==> config.mk <==
export PLATFORM = sky130hd
export DESIGN_NAME = hl16_adcsbc
export DESIGN_NICKNAME = d
export VERILOG_FILES = /design/src/rtl/hl16_arith_pkg.sv /design/src/rtl/hl16_pair_select.sv /design/src/rtl/hl16_byte_stage.sv /design/src/rtl/hl16_flag_merge.sv /design/src/rtl/hl16_adcsbc.sv
export SDC_FILE = /design/constraint.sdc
export NUM_CORES = 1
export LEC_CHECK = 0
export BUFFER_PORTS_ARGS = -buffer_cell sky130_fd_sc_hd__clkbuf_2
export CORE_UTILIZATION = 46
export CTS_CLUSTER_DIAMETER = 80
export CTS_CLUSTER_SIZE = 12
export DETAILED_ROUTE_END_ITERATION = 8
export GPL_ROUTABILITY_DRIVEN = 0
export PLACE_DENSITY = 0.9
export SLEW_MARGIN = 10
export SYNTH_ARGS = -nofsm -noshare
export SYNTH_HDL_FRONTEND = slang
export SYNTH_SLANG_ARGS = --single-unit
export TNS_END_PERCENT = 1
==> constraint.sdc <==
create_clock -name clk -period 5.55 [get_ports clk]
set_input_delay 0.2775 -clock clk [delete_from_list [all_inputs] [get_ports clk]]
set_output_delay 0.2775 -clock clk [all_outputs]
set_load 0.01 [all_outputs]
==> src/rtl/hl16_arith_pkg.sv <==
package hl16_arith_pkg;
  // Opcode field positions the sequencer decodes
  localparam int OPC_OP_BIT = 3;
  localparam int OPC_SEL_LO = 4;
  localparam int OPC_SEL_HI = 5;

  // Flag byte layout
  localparam int FLAG_W  = 8;
  localparam int FLG_C   = 0;
  localparam int FLG_N   = 1;
  localparam int FLG_PV  = 2;
  localparam int FLG_X3  = 3;
  localparam int FLG_H   = 4;
  localparam int FLG_X5  = 5;
  localparam int FLG_Z   = 6;
  localparam int FLG_S   = 7;

  typedef enum logic [1:0] {
    SRC_BC = 2'b00,
    SRC_DE = 2'b01,
    SRC_HL = 2'b10,
    SRC_SP = 2'b11
  } src_sel_e;

  typedef enum logic {
    OP_SUB = 1'b0,
    OP_ADD = 1'b1
  } op_kind_e;
endpackage

==> src/rtl/hl16_pair_select.sv <==
module hl16_pair_select
  import hl16_arith_pkg::*;
#(
  parameter int W = 16
) (
  input  src_sel_e       sel,
  input  logic [W-1:0]   bc,
  input  logic [W-1:0]   de,
  input  logic [W-1:0]   hl,
  input  logic [W-1:0]   sp,
  output logic [W-1:0]   src
);
  always_comb begin
    unique case (sel)
      SRC_BC:  src = bc;
      SRC_DE:  src = de;
      SRC_HL:  src = hl;
      default: src = sp;
    endcase
  end
endmodule

==> src/rtl/hl16_byte_stage.sv <==
module hl16_byte_stage #(
  parameter int W = 8
) (
  input  logic [W-1:0] a,
  input  logic [W-1:0] b,
  input  logic         sub,
  input  logic         cin,
  output logic [W-1:0] res,
  output logic         cout,
  output logic         half,
  output logic         ovf
);
  localparam int HW = W / 2;

  // Extended add/subtract; top bit is carry (add) or borrow (sub)
  function automatic logic [W:0] full_op(input logic [W-1:0] x, input logic [W-1:0] y,
                                         input logic s, input logic c);
    logic [W:0] xe, ye, ce;
    xe = {1'b0, x};
    ye = {1'b0, y};
    ce = {{W{1'b0}}, c};
    return s ? (xe - ye - ce) : (xe + ye + ce);
  endfunction

  function automatic logic [HW:0] nib_op(input logic [HW-1:0] x, input logic [HW-1:0] y,
                                         input logic s, input logic c);
    logic [HW:0] xe, ye, ce;
    xe = {1'b0, x};
    ye = {1'b0, y};
    ce = {{HW{1'b0}}, c};
    return s ? (xe - ye - ce) : (xe + ye + ce);
  endfunction

  logic [W:0]  wide;
  logic [HW:0] low_nib;

  always_comb begin
    wide    = full_op(a, b, sub, cin);
    low_nib = nib_op(a[HW-1:0], b[HW-1:0], sub, cin);
    res     = wide[W-1:0];
    cout    = wide[W];
    half    = low_nib[HW];
    if (sub) ovf = (a[W-1] ^ b[W-1]) & (a[W-1] ^ wide[W-1]);
    else     ovf = ~(a[W-1] ^ b[W-1]) & (a[W-1] ^ wide[W-1]);
  end
endmodule

==> src/rtl/hl16_flag_merge.sv <==
module hl16_flag_merge
  import hl16_arith_pkg::*;
#(
  parameter int W = 16
) (
  input  logic [W-1:0]      result,
  input  logic              sub,
  input  logic              half_top,
  input  logic              ovf_top,
  input  logic              carry_top,
  output logic [FLAG_W-1:0] flags
);
  logic word_zero;
  assign word_zero = (result == '0);

  always_comb begin
    flags         = '0;
    flags[FLG_S]  = result[W-1];
    flags[FLG_Z]  = word_zero;
    flags[FLG_X5] = result[W-3];
    flags[FLG_H]  = half_top;
    flags[FLG_X3] = result[W-5];
    flags[FLG_PV] = ovf_top;
    flags[FLG_N]  = sub;
    flags[FLG_C]  = carry_top;
  end
endmodule

==> src/rtl/hl16_adcsbc.sv <==
module hl16_adcsbc
  import hl16_arith_pkg::*;
#(
  parameter int DATA_W = 16,
  parameter int BYTE_W = 8,
  parameter int OPC_W  = 8,
  parameter int COST_W = 8,
  parameter int COST   = 15
) (
  input  logic              clk,
  input  logic              rst_n,
  input  logic              op_valid,
  input  logic [OPC_W-1:0]  opcode,
  input  logic [DATA_W-1:0] hl_in,
  input  logic [DATA_W-1:0] bc_in,
  input  logic [DATA_W-1:0] de_in,
  input  logic [DATA_W-1:0] sp_in,
  input  logic [FLAG_W-1:0] flags_in,
  output logic [DATA_W-1:0] hl_out,
  output logic [FLAG_W-1:0] flags_out,
  output logic              res_valid,
  output logic [COST_W-1:0] cycle_cost
);
  localparam int NB = DATA_W / BYTE_W;

  src_sel_e          src_sel;
  op_kind_e          op_kind;
  logic              is_sub;
  logic [DATA_W-1:0] src_word;
  logic [NB:0]       chain_carry;
  logic [NB-1:0]     stage_half;
  logic [NB-1:0]     stage_ovf;
  logic [DATA_W-1:0] sum_next;
  logic [FLAG_W-1:0] flags_next;

  assign src_sel = src_sel_e'(opcode[OPC_SEL_HI:OPC_SEL_LO]);
  assign op_kind = op_kind_e'(opcode[OPC_OP_BIT]);
  assign is_sub  = (op_kind == OP_SUB);

  hl16_pair_select #(.W(DATA_W)) u_sel (
    .sel (src_sel),
    .bc  (bc_in),
    .de  (de_in),
    .hl  (hl_in),
    .sp  (sp_in),
    .src (src_word)
  );

  assign chain_carry[0] = flags_in[FLG_C];

  for (genvar g = 0; g < NB; g++) begin : g_stage
    hl16_byte_stage #(.W(BYTE_W)) u_stage (
      .a    (hl_in[g*BYTE_W +: BYTE_W]),
      .b    (src_word[g*BYTE_W +: BYTE_W]),
      .sub  (is_sub),
      .cin  (chain_carry[g]),
      .res  (sum_next[g*BYTE_W +: BYTE_W]),
      .cout (chain_carry[g+1]),
      .half (stage_half[g]),
      .ovf  (stage_ovf[g])
    );
  end

  hl16_flag_merge #(.W(DATA_W)) u_flags (
    .result    (sum_next),
    .sub       (is_sub),
    .half_top  (stage_half[NB-1]),
    .ovf_top   (stage_ovf[NB-1]),
    .carry_top (chain_carry[NB]),
    .flags     (flags_next)
  );

  always_ff @(posedge clk) begin
    if (!rst_n) begin
      hl_out    <= '0;
      flags_out <= '0;
      res_valid <= 1'b0;
    end else begin
      res_valid <= op_valid;
      if (op_valid) begin
        hl_out    <= sum_next;
        flags_out <= flags_next;
      end
    end
  end

  assign cycle_cost = COST_W'(COST);

  // Lower-stage flags and undecoded inputs are intentionally dropped
  logic unused_bits;
  assign unused_bits = ^{stage_half, stage_ovf, opcode, flags_in};
endmodule

# Yosys cells after proc, flatten, opt, wreduce, memory -nomap -nowiden

Cells that the tools add are included.

$add $sub $neg: 12
Multipliers: 0
Divide/modulo/power cells: 0
Mux-type cells: 5
Bitwise gates (word level): 6
Equality and inequality tests: 2
Shifts and indexed selects: 0
$lt $le $gt $ge: 0
Reduce and logical (&&, ||, !) cells: 2

Operator list:

| cell                                           | count |
|---|---|
| case mux 16 bit (3 select lines)               | 1 |
| adder 8 x 8 -> 9 bit                           | 2 |
| adder 9 x 1 -> 9 bit                           | 2 |
| 2-to-1 mux 9 bit                               | 2 |
| subtractor 8 x 8 -> 9 bit                      | 2 |
| subtractor 9 x 1 -> 9 bit                      | 2 |
| logical NOT 16 bit                             | 1 |
| adder 4 x 4 -> 5 bit                           | 1 |
| adder 5 x 1 -> 5 bit                           | 1 |
| 2-to-1 mux 5 bit                               | 1 |
| subtractor 4 x 4 -> 5 bit                      | 1 |
| subtractor 5 x 1 -> 5 bit                      | 1 |
| AND 1 bit                                      | 2 |
| == test 2 x 1 -> 1 bit (second input constant) | 1 |
| == test 2 bit (second input constant)          | 1 |
| logical NOT 2 bit                              | 1 |
| NOT 1 bit                                      | 2 |
| XOR 1 bit                                      | 2 |
| 2-to-1 mux 1 bit                               | 1 |

Output and inout bits: 33
Flip-flop bits (word level): 25
Memory bits (writable): 0
Memories: 0
Bits in read-only memories: 0
Latch bits: 0
Logic and storage cells: 30

# Depth between registers and ports, before layout

Depth after elaboration: 10
Depth in mapped cells: 25
Gate-level depth less buffers: 23

# Cells and area by module

A second synthesis with hierarchy kept.

Cells, all modules: 381
Area total of the unflattened synthesis: 3497.1 sq um

By module, submodules not included:

| module                                | cells an instance | times used | area an instance (sq um) |
|---|---|---|---|
| hl16_adcsbc                           | 90                | 1          | 1027.2 |
| hl16_byte_stage at g_stage[0].u_stage | 129               | 1          | 993.5 |
| hl16_byte_stage at g_stage[1].u_stage | 129               | 1          | 958.4 |
| hl16_pair_select                      | 20                | 1          | 424.2 |
| hl16_flag_merge                       | 13                | 1          | 93.8 |

# Worst setup path after synthesis

Ideal clock, no wire load.

Kind: input to register
Start point: in opcode[4]
End point: reg flags_out[0]
Setup slack: 0.029 ns
Stages on the path: 25
Library setup time: 0.087 ns
Required time: 5.463 ns
Arrival: 5.434 ns
Path through: clkbuf_1 -> clkbuf_1 -> mux4_2 -> ha_1 -> inv_1 -> ha_1 -> or2_1 -> a211o_1 -> a31o_1 -> a21oi_1 -> xor2_1 -> nor2_1 -> a21oi_1 -> fa_1 -> inv_1 -> ha_1 -> nor2_1 -> fa_1 -> nand2_1 -> a21oi_2 -> o21ai_1 -> a21oi_1 -> nor2b_1 -> mux2_1 -> o31ai_1

Word-level cells in the longest chain between the ends: 7
Elaborated cells between the ends (all ways): 14
Classes of those cells: add/sub (8); eq/ne (2); mux (3); reduce/logical (1)

Ends and longest elaborated chain:

| item                                                                     | line                   | text |
|---|---|---|
| start, declared                                                          | hl16_adcsbc.sv:13      | `input logic [OPC_W-1:0] opcode,` |
| == test 2 bit, or another cell as far along                              | hl16_pair_select.sv:14 | `unique case (sel)` |
| case mux 16 bit (3 select lines) *                                       | hl16_pair_select.sv:14 |  |
| subtractor 8 x 8 -> 9 bit / adder 8 x 8 -> 9 bit (equally long branches) | hl16_byte_stage.sv:22  | `return s ? (xe - ye - ce) : (xe + ye + ce);` |
| subtractor 9 x 1 -> 9 bit / adder 9 x 1 -> 9 bit (equally long branches) | hl16_byte_stage.sv:22  |  |
| 2-to-1 mux 9 bit                                                         | hl16_byte_stage.sv:22  |  |
| subtractor 9 x 1 -> 9 bit / adder 9 x 1 -> 9 bit (equally long branches) | hl16_byte_stage.sv:22  |  |
| 2-to-1 mux 9 bit *                                                       | hl16_byte_stage.sv:22  |  |
| end signal, assigned                                                     | hl16_adcsbc.sv:82      | `flags_out <= flags_next;` |
| end, declared                                                            | hl16_adcsbc.sv:20      | `output logic [FLAG_W-1:0] flags_out,` |

Every way passes the cells marked *; elsewhere a longest branch is shown, timed or not.
A chain may end at the register's enable or synchronous reset.

# Worst setup path in the final report

Start point: in opcode[5]
End point: reg flags_out[0]

Same word-level chain as after synthesis.

==> run metrics <==
async set-reset flop share out of synthesis=0%; summed area of non-filler cells in the final layout=3740 sq um; RSZ-0062 raised after global routing=no; Hold Buf Count CTS=0; DP Area=3650 sq um; Cells after Synth=375; number of antenna violations at the first check in global routing=0; area growth from synthesis to final layout=18.4%; most common cell after layout, fill and taps aside=sky130_fd_sc_hd__clkbuf_2; top achievable clock speed=191 MHz; Least-Margin Pin Slew=609 ps; Crit. End Element=flip-flop; post-DR wirelength/cell=13.5 um; failing checks=DRC; library cell with the largest summed area after synthesis=sky130_fd_sc_hd__ha_1; clock transition at the registers of the reported paths=80 ps; post-route worst setup slack=321 ps; CP startpoint kind=input pin; final setup violating endpoints=0; number of buffers inserted during clock tree synthesis=3; top library cells by usage in the layout, fill and taps aside=sky130_fd_sc_hd__clkbuf_2, sky130_fd_sc_hd__inv_1, sky130_fd_sc_hd__ha_1; total track usage=20.0%; PwrDens=233 nW/um^2; Required @ worst endpoint=5720 ps; initial standard-cell utilization of the core=48.6%; worst min-delay path category=input pin to flip-flop; final core occ=57.6%; clock root buffer=sky130_fd_sc_hd__clkbuf_8; DRC Markers=8; detailed-routing iteration count for the pre-antenna-repair pass=9; max-cap violations=0; number of global-route vias before repair=2737; average vias per placed instance=5.51; mean instance size in the synthesized netlist=8.42 sq um; I/O pin total=116; number of distinct library cell variants in the gate-level netlist after synthesis=63; worst setup timing slack at the placement stage=-24.3 ps; Crit Path Class=input pin to flip-flop; fraction of final layout cells sized beyond drive strength 1=29.3%; commonest register cell after synthesis=sky130_fd_sc_hd__dfxtp_1; fraction of synthesized cell area taken by the top area cell type=16.6%; global-route wire length before repair=12.1 mm; Period minus WS final=5230 ps; top cells by area, synth=sky130_fd_sc_hd__ha_1, sky130_fd_sc_hd__dfxtp_1, sky130_fd_sc_hd__mux4_2, sky130_fd_sc_hd__inv_1, sky130_fd_sc_hd__fa_1; total number of vias=2961; maximum fanout encountered on the critical timing path=4; slack of the worst reg-to-reg path=4820 ps; drt first-iter violations=226; remaining number of nets flagged by the antenna check after routing=0; arrival time at the worst endpoint=5400 ps; row count=29; Post-synth EDFFs=0; leakage power=1.84 nW; total power draw=0.000870 W; Std-Cell Core Area=6490 sq um; overflow left after global routing=0; Period Utilization, post-route=94.2%; routed wire length=7.27 mm; Layout Skew=0 ps; Ys Warns=0; pin count of the biggest net entering global routing=29; horizontal die dimension=84.9 um; source-to-sink clock delay at the later pin of the worst-skew pair=260 ps; Post-layout nets=594; area of the die=7200 sq um; number of I/O port buffers=95; CTS H-tree depth=1; number of clock sinks=22; peak ir drop on the vdd network=0.000110 V; number of antenna cells inserted=0; FF+latch count, synth=22; clock tree from TritonCTS=built; number of pins exceeding their max-slew limit in the final report=0; register area share after synthesis=13.9%; relative slew slack=59.3%; maximum root-to-sink buffer count=2; HPWL after DPL=6.16 mm; run status=finished, violations left; Netlist Area Pre-Place=3160 sq um; Hold Violations, Final=0; die span in y=84.9 um
-- area by class of cell --
type	count	area [sq um]
clock inverters	1	30.0
multi-input cells	283	2420
inverters	51	191
repair buffers	100	517
well taps	77	96.3
flip-flops and latches	22	440
fillers	574	2760
clock buffers	3	41.3
-- cell families (layout without fill, tap and decap cells) --
| group | count (synthesis) | count (layout) | share of synthesized area, % |
|---|---|---|---|
| compound gates | 86 | 86 | 18.9 |
| fa+ha+maj | 50 | 50 | 21.7 |
| xor+xnor | 19 | 19 | 5.27 |
| flops | 22 | 22 | 13.9 |
| buf+inv | 76 | 155 | 10.5 |
| simple gates | 94 | 94 | 14.9 |
| other cells | 2 | 8 | 0.238 |
| mux | 26 | 26 | 14.6 |
-- Yosys cell counts (2+ instances only) --
master and count:
sky130_fd_sc_hd__a2111oi_0 2, sky130_fd_sc_hd__nand3_1 4, sky130_fd_sc_hd__ha_1 42, sky130_fd_sc_hd__inv_1 47, sky130_fd_sc_hd__a31oi_1 2, sky130_fd_sc_hd__a31o_1 2
sky130_fd_sc_hd__nor3_1 5, sky130_fd_sc_hd__and2_1 2, sky130_fd_sc_hd__dfxtp_1 22, sky130_fd_sc_hd__buf_2 3, sky130_fd_sc_hd__clkbuf_1 9, sky130_fd_sc_hd__o211ai_1 2
sky130_fd_sc_hd__o21ai_1 5, sky130_fd_sc_hd__nand2b_1 6, sky130_fd_sc_hd__fa_1 8, sky130_fd_sc_hd__a211o_1 4, sky130_fd_sc_hd__xnor2_1 14, sky130_fd_sc_hd__nor2b_1 6
sky130_fd_sc_hd__nand3b_1 2, sky130_fd_sc_hd__nor2_1 28, sky130_fd_sc_hd__inv_2 3, sky130_fd_sc_hd__a211oi_1 9, sky130_fd_sc_hd__a21oi_2 3, sky130_fd_sc_hd__buf_4 11
sky130_fd_sc_hd__a21oi_1 23, sky130_fd_sc_hd__o311a_1 2, sky130_fd_sc_hd__nor3b_1 3, sky130_fd_sc_hd__mux4_2 16, sky130_fd_sc_hd__conb_1 2, sky130_fd_sc_hd__nor4_1 4
sky130_fd_sc_hd__nand2_1 24, sky130_fd_sc_hd__buf_1 2, sky130_fd_sc_hd__mux2i_1 9, sky130_fd_sc_hd__o21a_1 3, sky130_fd_sc_hd__o21ai_0 9, sky130_fd_sc_hd__o31ai_1 4
sky130_fd_sc_hd__nand4_1 3, sky130_fd_sc_hd__xor2_1 5
-- routing by layer --
| metal | share of wire (%) | GRT usage, % |
|---|---|---|
| met5 | 0 | 0 |
| met3 | 5.4 | 1.26 |
| met2 | 47 | 35.3 |
| met4 | 0.29 | 3.24 |
| met1 | 47 | 27.6 |
-- sequential cells by signal, indices dropped and copies added (netlist names) --
name       flops
res_valid      1
hl_out        16
flags_out      5
-- critical path, cell delays in order --
cell and delay [ps]:
sky130_fd_sc_hd__clkbuf_2 170, sky130_fd_sc_hd__mux4_2 540, sky130_fd_sc_hd__ha_1 340, sky130_fd_sc_hd__inv_1 90, sky130_fd_sc_hd__ha_1 230, sky130_fd_sc_hd__or2_1 260
sky130_fd_sc_hd__a211o_1 300, sky130_fd_sc_hd__a31o_1 220, sky130_fd_sc_hd__a21oi_1 170, sky130_fd_sc_hd__xor2_1 160, sky130_fd_sc_hd__nor2_1 60, sky130_fd_sc_hd__a21oi_2 180
sky130_fd_sc_hd__fa_1 480, sky130_fd_sc_hd__inv_1 90, sky130_fd_sc_hd__ha_1 160, sky130_fd_sc_hd__nor2_1 60, sky130_fd_sc_hd__fa_1 380, sky130_fd_sc_hd__nand2_1 100
sky130_fd_sc_hd__a21oi_2 100, sky130_fd_sc_hd__o21ai_2 180, sky130_fd_sc_hd__a21oi_1 100, sky130_fd_sc_hd__nor2b_1 160, sky130_fd_sc_hd__mux2_1 340, sky130_fd_sc_hd__o31ai_1 250
-- power by group --
| part | leakage, nW | total [W] | switching, W | internal, W |
|---|---|---|---|---|
| registers | 0.182 | 0.000188 | 0.0000115 | 0.000177 |
| clock network | 0.0357 | 0.000147 | 0.0000504 | 0.0000962 |
| logic | 1.62 | 0.000535 | 0.000294 | 0.000241 |
-- through the flow --
stage,hold WS (ps),setup TNS [ps],cells
2_1_floorplan,481,0,381
3_3_place_gp,453,0,533
3_5_place_dp,458,-26.0,533
4_1_cts,354,0,537
5_1_grt,384,0,537
6_report,362,0,537
-- path summary, 6_finish.rpt --
check / to / cells after the start / from
setup reg to reg: hl_out[8]$_SDFFE_PN0P_ / 3 / hl_out[8]$_SDFFE_PN0P_
setup / recovery: flags_out[0]$_SDFFE_PN0P_ / 24 / opcode[5]
hold / removal: hl_out[6]$_SDFFE_PN0P_ / 3 / rst_n
hold reg to reg: hl_out[5]$_SDFFE_PN0P_ / 2 / hl_out[5]$_SDFFE_PN0P_
-- timing repair --
| item | CTS | global route |
|---|---|---|
| gates resized for setup | 0 | 4 |
| setup endpoints to repair | 0 | 2 |
| buffers inserted | 0 | 0 |
(Power assumes the default switching activity.)
